`src/rtl/ramp_seq_pkg.sv`:
```
package ramp_seq_pkg;

  typedef enum logic [2:0] {
    ST_GROUND    = 3'd0,
    ST_DC_RAMP   = 3'd1,
    ST_DC_HOLD   = 3'd2,
    ST_INIT      = 3'd3,
    ST_SOFTSTART = 3'd4,
    ST_NORMAL    = 3'd5,
    ST_MUTED     = 3'd6
  } seqState_e;

  // strobes from the sequencer to the level datapath
  typedef struct packed {
    logic offRun;    // bias prescaler/offset may advance
    logic gainInc;   // advance gain one step
    logic gainClr;   // force gain to zero
    logic sampLoad;  // capture scaled samples
    logic sampClr;   // force samples to zero
  } rampCmd_t;

endpackage

```
`src/rtl/ramp_ctrl.sv`:
```
module ramp_ctrl
  import ramp_seq_pkg::*;
(
  input  logic      clk,
  input  logic      rst_n,
  input  logic      clkValid,
  input  logic      ratioFault,
  input  logic      mclkTimeout,
  input  logic      serialModeSwitch,
  input  logic      lrClockLoss,
  input  logic      sampleTick,
  input  logic      offAtQuiescent,
  input  logic      gainAtFull,
  output rampCmd_t  cmd,
  output seqState_e state
);

  logic      lossEvent;
  seqState_e nextState;
  logic      audible;

  // any single source is enough
  assign lossEvent = !clkValid | ratioFault | mclkTimeout | serialModeSwitch | lrClockLoss;
  assign audible   = (state == ST_SOFTSTART) || (state == ST_NORMAL);

  always_comb begin
    nextState = state;
    unique case (state)
      ST_GROUND:    if (!lossEvent) nextState = ST_DC_RAMP;
      ST_DC_RAMP: begin
        if (lossEvent)           nextState = ST_DC_HOLD;
        else if (offAtQuiescent) nextState = ST_INIT;
      end
      ST_DC_HOLD:   if (!lossEvent) nextState = ST_DC_RAMP;
      ST_INIT:      nextState = lossEvent ? ST_MUTED : ST_SOFTSTART;
      ST_SOFTSTART: begin
        if (lossEvent)       nextState = ST_MUTED;
        else if (gainAtFull) nextState = ST_NORMAL;
      end
      ST_NORMAL:    if (lossEvent) nextState = ST_MUTED;
      ST_MUTED:     if (!lossEvent) nextState = ST_SOFTSTART;
      default:      nextState = ST_GROUND;
    endcase
  end

  always_comb begin
    cmd          = '0;
    cmd.offRun   = (state == ST_DC_RAMP) && !lossEvent && !offAtQuiescent;
    cmd.gainInc  = (state == ST_SOFTSTART) && !lossEvent && sampleTick && !gainAtFull;
    cmd.sampLoad = audible && !lossEvent && sampleTick;
    cmd.gainClr  = (state == ST_INIT) || (audible && lossEvent);
    cmd.sampClr  = cmd.gainClr;
  end

  always_ff @(posedge clk or negedge rst_n) begin
    if (!rst_n) state <= ST_GROUND;
    else        state <= nextState;
  end

  p_state_legal_r10: assert property (@(posedge clk) disable iff (!rst_n)
    state != 3'd7);
  p_init_once_r4: assert property (@(posedge clk) disable iff (!rst_n)
    state == ST_INIT |=> (state == ST_SOFTSTART || state == ST_MUTED));
  p_mute_exit_r8: assert property (@(posedge clk) disable iff (!rst_n)
    (state == ST_MUTED && !lossEvent) |=> state == ST_SOFTSTART);
  p_hold_entry_r3: assert property (@(posedge clk) disable iff (!rst_n)
    (state == ST_DC_RAMP && lossEvent) |=> state == ST_DC_HOLD);

endmodule

```
`src/rtl/ramp_datapath.sv`:
```
module ramp_datapath
  import ramp_seq_pkg::*;
#(
  parameter int OFF_W     = 12,
  parameter int QUIESCENT = 1966,
  parameter int DC_DIV    = 3000,
  parameter int GAIN_W    = 10,
  parameter int SAMP_W    = 24
) (
  input  logic                clk,
  input  logic                rst_n,
  input  rampCmd_t            cmd,
  input  logic [SAMP_W-1:0]   sampIn  [2],
  output logic [SAMP_W-1:0]   sampOut [2],
  output logic [OFF_W-1:0]    offsetCode,
  output logic [GAIN_W:0]     gainCode,
  output logic                offAtQuiescent,
  output logic                gainAtFull
);

  localparam int PRE_W  = (DC_DIV > 1) ? $clog2(DC_DIV) : 1;
  localparam int PROD_W = SAMP_W + GAIN_W + 2;
  localparam logic [PRE_W-1:0]  PRE_LAST  = PRE_W'(DC_DIV - 1);
  localparam logic [OFF_W-1:0]  OFF_TOP   = OFF_W'(QUIESCENT);
  localparam logic [GAIN_W:0]   GAIN_UNIT = (GAIN_W+1)'(1) << GAIN_W;

  logic [PRE_W-1:0] preCnt;

  assign offAtQuiescent = (offsetCode == OFF_TOP);
  assign gainAtFull     = (gainCode == GAIN_UNIT);

  // bias ramp: one code per DC_DIV cycles
  always_ff @(posedge clk or negedge rst_n) begin
    if (!rst_n) begin
      preCnt     <= '0;
      offsetCode <= '0;
    end else if (!cmd.offRun) begin
      preCnt <= '0;
    end else if (preCnt == PRE_LAST) begin
      preCnt     <= '0;
      offsetCode <= offsetCode + 1'b1;
    end else begin
      preCnt <= preCnt + 1'b1;
    end
  end

  always_ff @(posedge clk or negedge rst_n) begin
    if (!rst_n)           gainCode <= '0;
    else if (cmd.gainClr) gainCode <= '0;
    else if (cmd.gainInc) gainCode <= gainCode + 1'b1;
  end

  for (genvar ch = 0; ch < 2; ch++) begin : g_chan
    logic signed [PROD_W-1:0] prod;
    logic signed [PROD_W-1:0] scaled;
    assign prod   = $signed(sampIn[ch]) * $signed({1'b0, gainCode});
    assign scaled = prod >>> GAIN_W;
    always_ff @(posedge clk or negedge rst_n) begin
      if (!rst_n)            sampOut[ch] <= '0;
      else if (cmd.sampClr)  sampOut[ch] <= '0;
      else if (cmd.sampLoad) sampOut[ch] <= scaled[SAMP_W-1:0];
    end
    p_hold_between_ticks_r9: assert property (@(posedge clk) disable iff (!rst_n)
      (!cmd.sampLoad && !cmd.sampClr) |=> $stable(sampOut[ch]));
  end

  p_offset_cap_r2: assert property (@(posedge clk) disable iff (!rst_n)
    offsetCode <= OFF_TOP);
  p_offset_frozen_r2: assert property (@(posedge clk) disable iff (!rst_n)
    !cmd.offRun |=> $stable(offsetCode));
  p_gain_cap_r5: assert property (@(posedge clk) disable iff (!rst_n)
    gainCode <= GAIN_UNIT);
  p_gain_step_r5: assert property (@(posedge clk) disable iff (!rst_n)
    (!cmd.gainClr && !cmd.gainInc) |=> $stable(gainCode));

endmodule

```
`src/rtl/clickless_ramp_seq.sv`:
```
module clickless_ramp_seq
  import ramp_seq_pkg::*;
#(
  parameter int OFF_W     = 12,
  parameter int QUIESCENT = 1966,
  parameter int DC_DIV    = 3000,
  parameter int GAIN_W    = 10,
  parameter int SAMP_W    = 24
) (
  input  logic              clk,
  input  logic              rst_n,
  input  logic              clkValid,
  input  logic              ratioFault,
  input  logic              mclkTimeout,
  input  logic              serialModeSwitch,
  input  logic              lrClockLoss,
  input  logic              sampleTick,
  input  logic [SAMP_W-1:0] leftIn,
  input  logic [SAMP_W-1:0] rightIn,
  output logic [OFF_W-1:0]  offsetCode,
  output logic [GAIN_W:0]   gainCode,
  output logic [SAMP_W-1:0] leftOut,
  output logic [SAMP_W-1:0] rightOut,
  output logic [2:0]        seqState
);

  rampCmd_t          cmd;
  seqState_e         state;
  logic              offAtQuiescent;
  logic              gainAtFull;
  logic [SAMP_W-1:0] sampIn  [2];
  logic [SAMP_W-1:0] sampOut [2];
  logic              anyLoss;

  assign sampIn[0] = leftIn;
  assign sampIn[1] = rightIn;
  assign leftOut   = sampOut[0];
  assign rightOut  = sampOut[1];
  assign seqState  = state;
  assign anyLoss   = !clkValid | ratioFault | mclkTimeout | serialModeSwitch | lrClockLoss;

  ramp_ctrl u_ctrl (
    .clk(clk), .rst_n(rst_n), .clkValid(clkValid), .ratioFault(ratioFault),
    .mclkTimeout(mclkTimeout), .serialModeSwitch(serialModeSwitch),
    .lrClockLoss(lrClockLoss), .sampleTick(sampleTick),
    .offAtQuiescent(offAtQuiescent), .gainAtFull(gainAtFull),
    .cmd(cmd), .state(state)
  );

  ramp_datapath #(
    .OFF_W(OFF_W), .QUIESCENT(QUIESCENT), .DC_DIV(DC_DIV),
    .GAIN_W(GAIN_W), .SAMP_W(SAMP_W)
  ) u_dp (
    .clk(clk), .rst_n(rst_n), .cmd(cmd), .sampIn(sampIn), .sampOut(sampOut),
    .offsetCode(offsetCode), .gainCode(gainCode),
    .offAtQuiescent(offAtQuiescent), .gainAtFull(gainAtFull)
  );

  p_ground_r1: assert property (@(posedge clk) disable iff (!rst_n)
    state == ST_GROUND |-> (offsetCode == '0 && gainCode == '0 && leftOut == '0 && rightOut == '0));
  p_hold_frozen_r3: assert property (@(posedge clk) disable iff (!rst_n)
    state == ST_DC_HOLD |=> $stable(offsetCode));
  p_snap_mute_r6: assert property (@(posedge clk) disable iff (!rst_n)
    ((state == ST_SOFTSTART || state == ST_NORMAL) && anyLoss)
      |=> (state == ST_MUTED && gainCode == '0 && leftOut == '0 && rightOut == '0));
  p_mute_bias_r8: assert property (@(posedge clk) disable iff (!rst_n)
    state == ST_MUTED |-> (offsetCode == OFF_W'(QUIESCENT) && gainCode == '0));

endmodule

```
`config.mk`:
```
export PLATFORM = sky130hd
export DESIGN_NAME = clickless_ramp_seq
export DESIGN_NICKNAME = d
export VERILOG_FILES = /design/src/rtl/ramp_seq_pkg.sv /design/src/rtl/ramp_ctrl.sv /design/src/rtl/ramp_datapath.sv /design/src/rtl/clickless_ramp_seq.sv
export SDC_FILE = /design/constraint.sdc
export NUM_CORES = 1
export LEC_CHECK = 0
export ABC_CLOCK_PERIOD_IN_PS = 6100
export CORE_UTILIZATION = 61
export DETAILED_ROUTE_END_ITERATION = 8
export DONT_BUFFER_PORTS = 1
export GPL_ROUTABILITY_DRIVEN = 0
export PLACE_DENSITY = 0.8
export SYNTH_ARGS = -nofsm -noshare
export SYNTH_HDL_FRONTEND = slang
export SYNTH_SLANG_ARGS = --single-unit
```
`constraint.sdc`:
```
create_clock -name clk -period 6.1 [get_ports clk]
set_clock_uncertainty 0.1 [all_clocks]
set_input_delay 0.305 -clock clk [delete_from_list [all_inputs] [get_ports clk]]
set_output_delay 0.305 -clock clk [all_outputs]
set_load 0.02 [all_outputs]
```
==> parameters.txt, run 1 <==
Parameter                              Value

Timing
  Highest clock rate ... 170 MHz
  Period utilization ... 96.4%
  Slew HR ... 26.0%
  Minimum clock period after layout ... 5.88 ns
  Setup Total Neg Slack ... 0 ns
  Worst-margin pin slew ... 1.11 ns
  Count of endpoints failing hold in the final timing report ... 0
  Final Setup Violations ... 0
  Setup repair after global routing missed its margin ... yes
  Crit path setup slack, layout ... 0.217 ns
  Max Slew Vio Count ... 0

Detailed routing
  Violation count after the first detailed-route iteration ... 1,060
  Detailed-router iteration count before antenna repair ... 6
  Avg WL per Cell ... 18.0 µm
  Total length of routed wires ... 50,600 µm
  Via density per instance ... 5.69
  Vias after detailed routing ... 16,009
  Final antenna-violating net count ... 0
  DRC errors left ... 0

Yosys
  Most used DFF post-synth ... sky130_fd_sc_hd__dfrtp_1
  Share of synthesized area occupied by flip-flops and latches ... 10.1%
  Synth Register Bits ... 86
  Ys async rst share ... 100%
  Number of nets in the synthesized netlist ... 3,075
  Post-synthesis instance area ... 21,200 µm²
  Synthesized instance count ... 2,428
  Yosys warnings ... 0
  Count of flip-flops with a built-in enable after synthesis ... 0
  Per-instance average area after synthesis ... 8.74 µm²
  Count of distinct cell types in the synthesized netlist ... 70

Critical path
  Critical path destination ... u_dp.sampOut[36]$_DFFE_PN0P_
  Critical path, cell by cell ... buf_6 -> and2_1 -> fa_1 -> fa_1 -> fa_1 -> fa_1 -> inv_1 -> fa_1 -> inv_1 -> ha_1 -> and3_1 -> a211o_1 -> o211ai_1 -> a21oi_1 -> o21a_1 -> or3_1 -> a32o_1
  Category of the most critical setup path ... reg2reg
  Reg-to-reg critical path startpoint ... u_dp.gainCode[6]$_DFFE_PN0P_
  Worst path arrival time ... 6.03 ns
  Kind of cell adding the most delay to the critical path ... adder cells
  CP dominant cell by count ... sky130_fd_sc_hd__fa_1
  Bufs and invs on worst path ... 3
  CP Data Required Time ... 6.25 ns
  Crit path max-delay cell type ... sky130_fd_sc_hd__dfrtp_4
  Sort of element at the end of the critical path ... flip-flop
  Maximum single-stage delay on the critical path ... 0.57 ns
  Number of cells on the worst reg-to-reg path ... 17
  Worst-path maximum fanout ... 17
  Critical path origin ... u_dp.gainCode[6]$_DFFE_PN0P_
  Startpoint types ... flip-flop
  Reg2reg setup slack ... 0.22 ns
  Cell count along the critical path ... 17
  Worst R2R End ... u_dp.sampOut[36]$_DFFE_PN0P_

Place
  Buffers added on ports ... 0
  Number of instances in the placed design ... 2,782
  Post-place setup slack ... 0.0984 ns
  HPWL reported at the end of detailed placement ... 40,500 µm

Clock tree
  Worst-path clk slew ... 0.08 ns
  Clock insertion delay at the later pin of the skew report ... 0.37 ns
  TritonCTS clock tree ... built
  Clock tree root driver cell ... sky130_fd_sc_hd__clkbuf_16
  H-tree depth ... 3
  Inserted Clock Buffers ... 9
  Clock Sinks ... 86
  Max Buffers Root-to-Sink ... 2

Floorplanning
  Total core area ... 33,900 µm²
  Vertical die dimension ... 189 µm
  Area of the die ... 35,600 µm²
  I/O pin total ... 130
  Width of the die ... 189 µm
  Row Count ... 67
  Initial cell density of the core ... 62.7%

Layout
  Fill cell instance count of the final layout ... 2,707
  Finished Core Util ... 65.3%
  Storage cell area ... 2170 µm²
  Post-route non-filler standard cell count ... 2,814
  Total area of multi-input combinational cells ... 16,500 µm²
  Net count reported at finish ... 3,006
  Area added between synthesis and finish ... 4.21%
  Layout cell share with drive strength beyond 1 ... 3.93%

Worst hold path
  Hold crit path type ... in2reg

Global route
  Total global routing track utilization ... 30.3%
  Total congestion overflow ... 0
  Wire length of the first global-routing pass ... 85,700 µm
  Largest net degree at the start of global routing ... 87
  Number of antenna violations at the first check in global routing ... 2
  Via count of the first global-routing pass ... 17,805

Pwr
  Leakage ... 11.6 nW
  Final Total Pwr ... 1.45 mW
  Worst IR Drop VDD ... 213 µV
  Power per cell area ... 65.4 nW/µm²

Run status
  Status ... finished, final reports clean

Flow run
  Max-cap violation count ... 0
sequential cells by signal (all words and copies together), names as in the netlist:
register and flops:
u_dp.sampOut 48, u_dp.offsetCode 12, u_dp.preCnt 12, u_dp.gainCode 11, u_ctrl.state 3
cell families (layout without fill, tap and decap cells):
family                     after synthesis  in the layout  share of synthesized area (%)
buffers and inverters                  696            632                           12.4
adders and majority gates              591            591                           50.7
AOI/OAI and AO/OA                      205            205                           6.38
and+or+nand+nor                        763            763                           16.8
muxes                                    4              4                          0.189
DFF                                     86             86                           10.1
xor gates and xnor gates                83             83                           3.42
other                                    0              2                              0
layer usage:
layer	global-route usage (%)	share of wire, %
met5	0	0.022
met1	36.5	38
met4	11.4	3.4
met3	4.95	6.5
met2	54.3	52
placed cells by master, fill, tap and decap left out, drive strengths merged, types with 2 or more instances in the layout:
| master | synthesis | final |
|---|---|---|
| and4 | 4 | 4 |
| a311oi | 2 | 2 |
| a21oi | 42 | 42 |
| and3 | 11 | 11 |
| buf | 10 | 48 |
| ha | 143 | 143 |
| a31oi | 5 | 5 |
| o31ai | 8 | 8 |
| xnor2 | 48 | 48 |
| o21a | 8 | 8 |
| xor2 | 35 | 35 |
| clkinv | 0 | 2 |
| inv | 567 | 570 |
| dfrtp | 86 | 86 |
| clkbuf | 119 | 9 |
| nand4 | 20 | 20 |
| or3 | 9 | 9 |
| diode | 0 | 2 |
| nor2 | 52 | 52 |
| a221oi | 2 | 2 |
| a32o | 8 | 8 |
| o211ai | 3 | 3 |
| nor4 | 5 | 5 |
| nor2b | 3 | 3 |
| fa | 448 | 448 |
| nor4b | 3 | 3 |
| nor3b | 4 | 4 |
| o21bai | 8 | 8 |
| o21ai | 64 | 64 |
| o22ai | 4 | 4 |
| a22o | 3 | 3 |
| a21o | 23 | 23 |
| nand2 | 450 | 450 |
| mux2i | 4 | 4 |
| nor3 | 11 | 11 |
| a31o | 2 | 2 |
| a211oi | 9 | 9 |
| nand4b | 4 | 4 |
| and2 | 161 | 161 |
| nand3 | 21 | 21 |
final cells by class:
type	instances	area share, %
Multi-Input combinational cell	1646	74.5
Clock inverter	7	0.362
Antenna cell	2	0.0226
Tap cell	448	2.53
Timing Repair Buffer	49	2.15
Inverter	567	9.62
Clock buffer	9	1.02
Sequential cell	86	9.82
report_power, final:
group          leakage, nW  total, mW  switching [mW]  internal [mW]
combinational         10.3      0.235           0.162         0.0728
sequential            1.17      0.603          0.0262          0.577
clock                0.148      0.608           0.284          0.324
total                 11.6       1.45           0.472          0.974
how the worst min path moves through the flow:
stage | cells after the start | to | start | slack, ns
6_report | 2 | u_ctrl.state[1]$_DFFE_PN0P_ | clkValid | 0.07
5_1_grt | 2 | u_ctrl.state[1]$_DFFE_PN0P_ | clkValid | 0.08
4_1_cts | 2 | u_ctrl.state[1]$_DFFE_PN0P_ | clkValid | 0.05
3_5_place_dp | 0 | u_dp.sampOut[25]$_DFFE_PN0P_ | rst_n | -0.09
3_3_place_gp | 0 | u_dp.sampOut[24]$_DFFE_PN0P_ | rst_n | -0.09
2_1_floorplan | 0 | u_ctrl.state[0]$_DFFE_PN0P_ | rst_n | -0.09
what timing repair did:
action	4_1_cts	5_1_grt
endpoints found under the hold margin	86	0
hold buffers	2	0
endpoints found under the setup margin	0	19
buffers inserted	0	12
gates resized for setup	0	10
synth_stat cells, drive strengths merged (2+ instances only):
master / n / area, µm²
a211oi: 9 / 72.6
a21o: 23 / 173
a21oi: 42 / 210
a221oi: 2 / 17.5
a22o: 3 / 26.3
a311oi: 2 / 17.5
a31o: 2 / 17.5
a31oi: 5 / 37.5
a32o: 8 / 80.1
and2: 161 / 1010
and3: 11 / 68.8
and4: 4 / 35.0
buf: 10 / 50.0
clkbuf: 119 / 447
dfrtp: 86 / 2150
fa: 448 / 8970
ha: 143 / 1790
inv: 567 / 2130
mux2i: 4 / 40.0
nand2: 450 / 1690
nand3: 21 / 110
nand4: 20 / 138
nand4b: 4 / 35.0
nor2: 52 / 195
nor2b: 3 / 18.8
nor3: 11 / 66.3
nor3b: 4 / 30.0
nor4: 5 / 52.6
nor4b: 3 / 26.3
o211ai: 3 / 27.5
o21a: 8 / 60.1
o21ai: 64 / 324
o21bai: 8 / 60.1
o22ai: 4 / 25.0
o31ai: 8 / 65.1
or3: 9 / 56.3
xnor2: 48 / 420
xor2: 35 / 307
through the flow:
stage          hold slack [ns]  cell area [µm²]
6_report                0.0703            22100
5_1_grt                 0.0761            22100
4_1_cts                 0.0525            22000
3_5_place_dp           -0.0888            21600
3_3_place_gp           -0.0888            21600
2_1_floorplan          -0.0906            21200
worst reg2reg max path, cell delays in order, from the launching register on:
cell and delay [ns]:
sky130_fd_sc_hd__dfrtp_4 0.57, sky130_fd_sc_hd__buf_6 0.20, sky130_fd_sc_hd__and2_1 0.17, sky130_fd_sc_hd__fa_1 0.51
sky130_fd_sc_hd__fa_1 0.57, sky130_fd_sc_hd__fa_1 0.44, sky130_fd_sc_hd__fa_1 0.50, sky130_fd_sc_hd__inv_1 0.06
sky130_fd_sc_hd__fa_1 0.49, sky130_fd_sc_hd__inv_1 0.04, sky130_fd_sc_hd__ha_1 0.33, sky130_fd_sc_hd__and3_1 0.23
sky130_fd_sc_hd__a211o_1 0.33, sky130_fd_sc_hd__o211ai_1 0.29, sky130_fd_sc_hd__a21oi_1 0.16, sky130_fd_sc_hd__o21a_1 0.22
sky130_fd_sc_hd__or3_1 0.31, sky130_fd_sc_hd__a32o_1 0.26
Note: power is estimated with default switching activity, not from simulation.
==> run 2: changes to the inputs <==
PLACE_DENSITY = 0.86   (was 0.8)
==> run 2 against run 1 <==
Die area unchanged; global-route usage up 1.1 points; count of clock-buffer cells in the layout unchanged; sequential share of layout area is essentially flat; flip-flop and latch count is the same; wire length rose by 3.9%; cell count shrank 0.25%; highest routed layer unchanged.
==> parameters.txt, run 2 (same netlist as run 1, synthesis figures left out) <==
Parameter                              Value

Place
  Area after detailed placement ... 21,600 µm²
  HPWL reported at the end of detailed placement ... 42,000 µm
  Buffers added on ports ... 0

Run status
  Status ... finished, final reports clean

Global route
  Wire length of the first global-routing pass ... 88,500 µm
  Via count of the first global-routing pass ... 18,061
  Total congestion overflow ... 0
  Total global routing track utilization ... 31.4%
  Number of antenna violations at the first check in global routing ... 1
  Largest net degree at the start of global routing ... 87

Floorplanning
  Total core area ... 33,900 µm²
  Initial cell density of the core ... 62.7%
  Vertical die dimension ... 189 µm
  Row Count ... 67
  Area of the die ... 35,600 µm²
  I/O pin total ... 130
  Width of the die ... 189 µm

Timing
  Period utilization ... 96.6%
  Count of endpoints failing hold in the final timing report ... 0
  Highest clock rate ... 170 MHz
  Setup Total Neg Slack ... 0 ns
  Worst-margin pin slew ... 1.13 ns
  Final Setup Violations ... 0
  Setup repair after global routing missed its margin ... no
  Minimum clock period after layout ... 5.89 ns
  Max Slew Vio Count ... 0
  Slew HR ... 24.9%

Layout
  Most flop-heavy register ... u_dp.sampOut
  Flip-flop count of the largest register, all copies and words added ... 48
  Commonest non-fill, non-tap cells in the layout ... sky130_fd_sc_hd__inv_1 (567), sky130_fd_sc_hd__nand2_1 (450), sky130_fd_sc_hd__fa_1 (448)
  Most common cell after layout, fill and taps aside ... sky130_fd_sc_hd__inv_1
  Finished Core Util ... 65.3%
  Net count reported at finish ... 3,001
  Number of antenna repair diodes ... 0
  Leading registers by flop count ... u_dp.sampOut x48, u_dp.offsetCode x12, u_dp.preCnt x12
  Post-Layout Inst Area ... 22,100 µm²
  Area added between synthesis and finish ... 4.13%
  Storage cell area ... 2170 µm²
  Total area of multi-input combinational cells ... 16,500 µm²
  Layout cell share with drive strength beyond 1 ... 3.86%
  Fill cell instance count of the final layout ... 2,614

Detailed routing
  Violation count after the first detailed-route iteration ... 1,156
  Vias after detailed routing ... 16,161
  Total length of routed wires ... 52,600 µm
  Via density per instance ... 5.76
  Final antenna-violating net count ... 0
  Avg WL per Cell ... 18.7 µm
  Detailed-router iteration count before antenna repair ... 5
  DRC errors left ... 0

Pwr
  Net Switching ... 0.490 mW
  Logic gate share of total power ... 16.1%
  Sequential fraction of design power ... 42.4%
  Worst IR Drop VDD ... 136 µV
  Clock Power Share ... 41.5%
  Leakage ... 11.6 nW
  Internal power consumption ... 0.941 mW
  Power per cell area ... 64.7 nW/µm²
  Switching portion of total power ... 34.2%

Critical path
  Category of the most critical setup path ... reg2reg
  Worst path arrival time ... 6.04 ns
  Maximum single-stage delay on the critical path ... 0.57 ns
  Critical path, cell by cell ... buf_4 -> nand2_1 -> fa_1 -> inv_1 -> fa_1 -> fa_1 -> fa_1 -> inv_1 -> fa_1 -> inv_1 -> ha_1 -> a21oi_1 -> o21ai_1 -> a221oi_2 -> o31ai_4 -> or2_1 -> a31o_2 -> a211oi_1 -> o21ai_0
  Kind of cell adding the most delay to the critical path ... adder cells
  Startpoint types ... flip-flop
  Sort of element at the end of the critical path ... flip-flop
  CP Data Required Time ... 6.24 ns
  Worst-path maximum fanout ... 13
  Bufs and invs on worst path ... 4
  Crit path max-delay cell type ... sky130_fd_sc_hd__fa_1
  CP dominant cell by count ... sky130_fd_sc_hd__fa_1

Clock tree
  TritonCTS clock tree ... built
  Max Buffers Root-to-Sink ... 2
  Inserted Clock Buffers ... 9
  Clock insertion delay at the later pin of the skew report ... 0.36 ns
  Worst-path clk slew ... 0.09 ns
  Clock tree root driver cell ... sky130_fd_sc_hd__clkbuf_16
  Clock Sinks ... 86
  H-tree depth ... 3

Worst hold path
  Hold crit path type ... in2reg

Flow run
  Max-cap violation count ... 0
-- run 2: cell count changes in the layout (fill, tap and decap cells not counted), sizes merged --
cell      previous run  this run
buf                 48        42
bufinv               1         0
clkbuf               9        10
clkinv               2         4
clkinvlp             1         0
diode                2         0
-- run 2: path summary, 6_finish.rpt --
| kind | from | end | slack (ns) | depth (start not counted) |
|---|---|---|---|---|
| worst max-delay path | u_dp.gainCode[8]$_DFFE_PN0P_ | u_dp.sampOut[45]$_DFFE_PN0P_ | 0.21 | 19 |
| worst min-delay path | clkValid | u_ctrl.state[1]$_DFFE_PN0P_ | 0.08 | 2 |
| worst max register to register | u_dp.gainCode[8]$_DFFE_PN0P_ | u_dp.sampOut[45]$_DFFE_PN0P_ | 0.21 | 19 |
| worst min register to register | u_dp.preCnt[0]$_DFF_PN0_ | u_dp.preCnt[0]$_DFF_PN0_ | 0.43 | 1 |
| max in group asynchronous | rst_n | u_dp.gainCode[8]$_DFFE_PN0P_ | 5.06 | 2 |
| min in group asynchronous | rst_n | u_dp.sampOut[25]$_DFFE_PN0P_ | 0.43 | 2 |
-- run 2: timing repair --
item / 4_1_cts / 5_1_grt
endpoints found under the setup margin: 0 / 17
resized for setup: 0 / 15
hold endpoints to repair: 86 / 0
setup buffers: 0 / 7
hold buffers: 2 / 0
-- run 2: power by group through the flow --
stage	clock, mW	combinational [mW]	sequential (mW)
after global routing	0.624	0.261	0.609
after floorplan	0	0.196	0.608
final	0.593	0.231	0.606
after CTS	0.604	0.232	0.606
after global placement	0	0.206	0.616
after detailed placement	0	0.215	0.617
-- run 2: through the flow --
| step | hold slack (ns) | power, mW | setup WS, ns | instances |
|---|---|---|---|---|
| after floorplan | -0.0906 | 0.803 | 0.0770 | 2428 |
| after global placement | -0.0889 | 0.822 | 0.219 | 2782 |
| after detailed placement | -0.0887 | 0.832 | 0.129 | 2782 |
| after CTS | 0.0568 | 1.44 | 0.123 | 2800 |
| after global routing | 0.0873 | 1.49 | 0.000258 | 2807 |
| final | 0.0833 | 1.43 | 0.209 | 2807 |
-- run 2: final cells by class --
class	count	share of cell area, %
well taps	448	2.54
clock inverters	7	0.345
clock buffers	9	1.02
repair buffers	44	1.99
inverters	567	9.63
multi-input cells	1646	74.7
flip-flops and latches	86	9.82
-- run 2: per-layer routing --
layer  vias up  wire (µm)  track usage (%)
li1       7044          -                -
met1      8149      19200             37.2
met2       767      26900             55.2
met3       199       4020             5.57
met4         2       2470             15.0
met5         -         12                0
-- run 2: worst reg2reg max path, cell delays in order (launching register included) --
cell	delay [ns]
sky130_fd_sc_hd__dfrtp_4	0.52
sky130_fd_sc_hd__buf_4	0.25
sky130_fd_sc_hd__nand2_1	0.09
sky130_fd_sc_hd__fa_1	0.48
sky130_fd_sc_hd__inv_1	0.05
sky130_fd_sc_hd__fa_1	0.57
sky130_fd_sc_hd__fa_1	0.45
sky130_fd_sc_hd__fa_1	0.49
sky130_fd_sc_hd__inv_1	0.05
sky130_fd_sc_hd__fa_1	0.48
sky130_fd_sc_hd__inv_1	0.05
sky130_fd_sc_hd__ha_1	0.36
sky130_fd_sc_hd__a21oi_1	0.21
sky130_fd_sc_hd__o21ai_1	0.19
sky130_fd_sc_hd__a221oi_2	0.38
sky130_fd_sc_hd__o31ai_4	0.19
sky130_fd_sc_hd__or2_1	0.29
sky130_fd_sc_hd__a31o_2	0.23
sky130_fd_sc_hd__a211oi_1	0.25
sky130_fd_sc_hd__o21ai_0	0.12
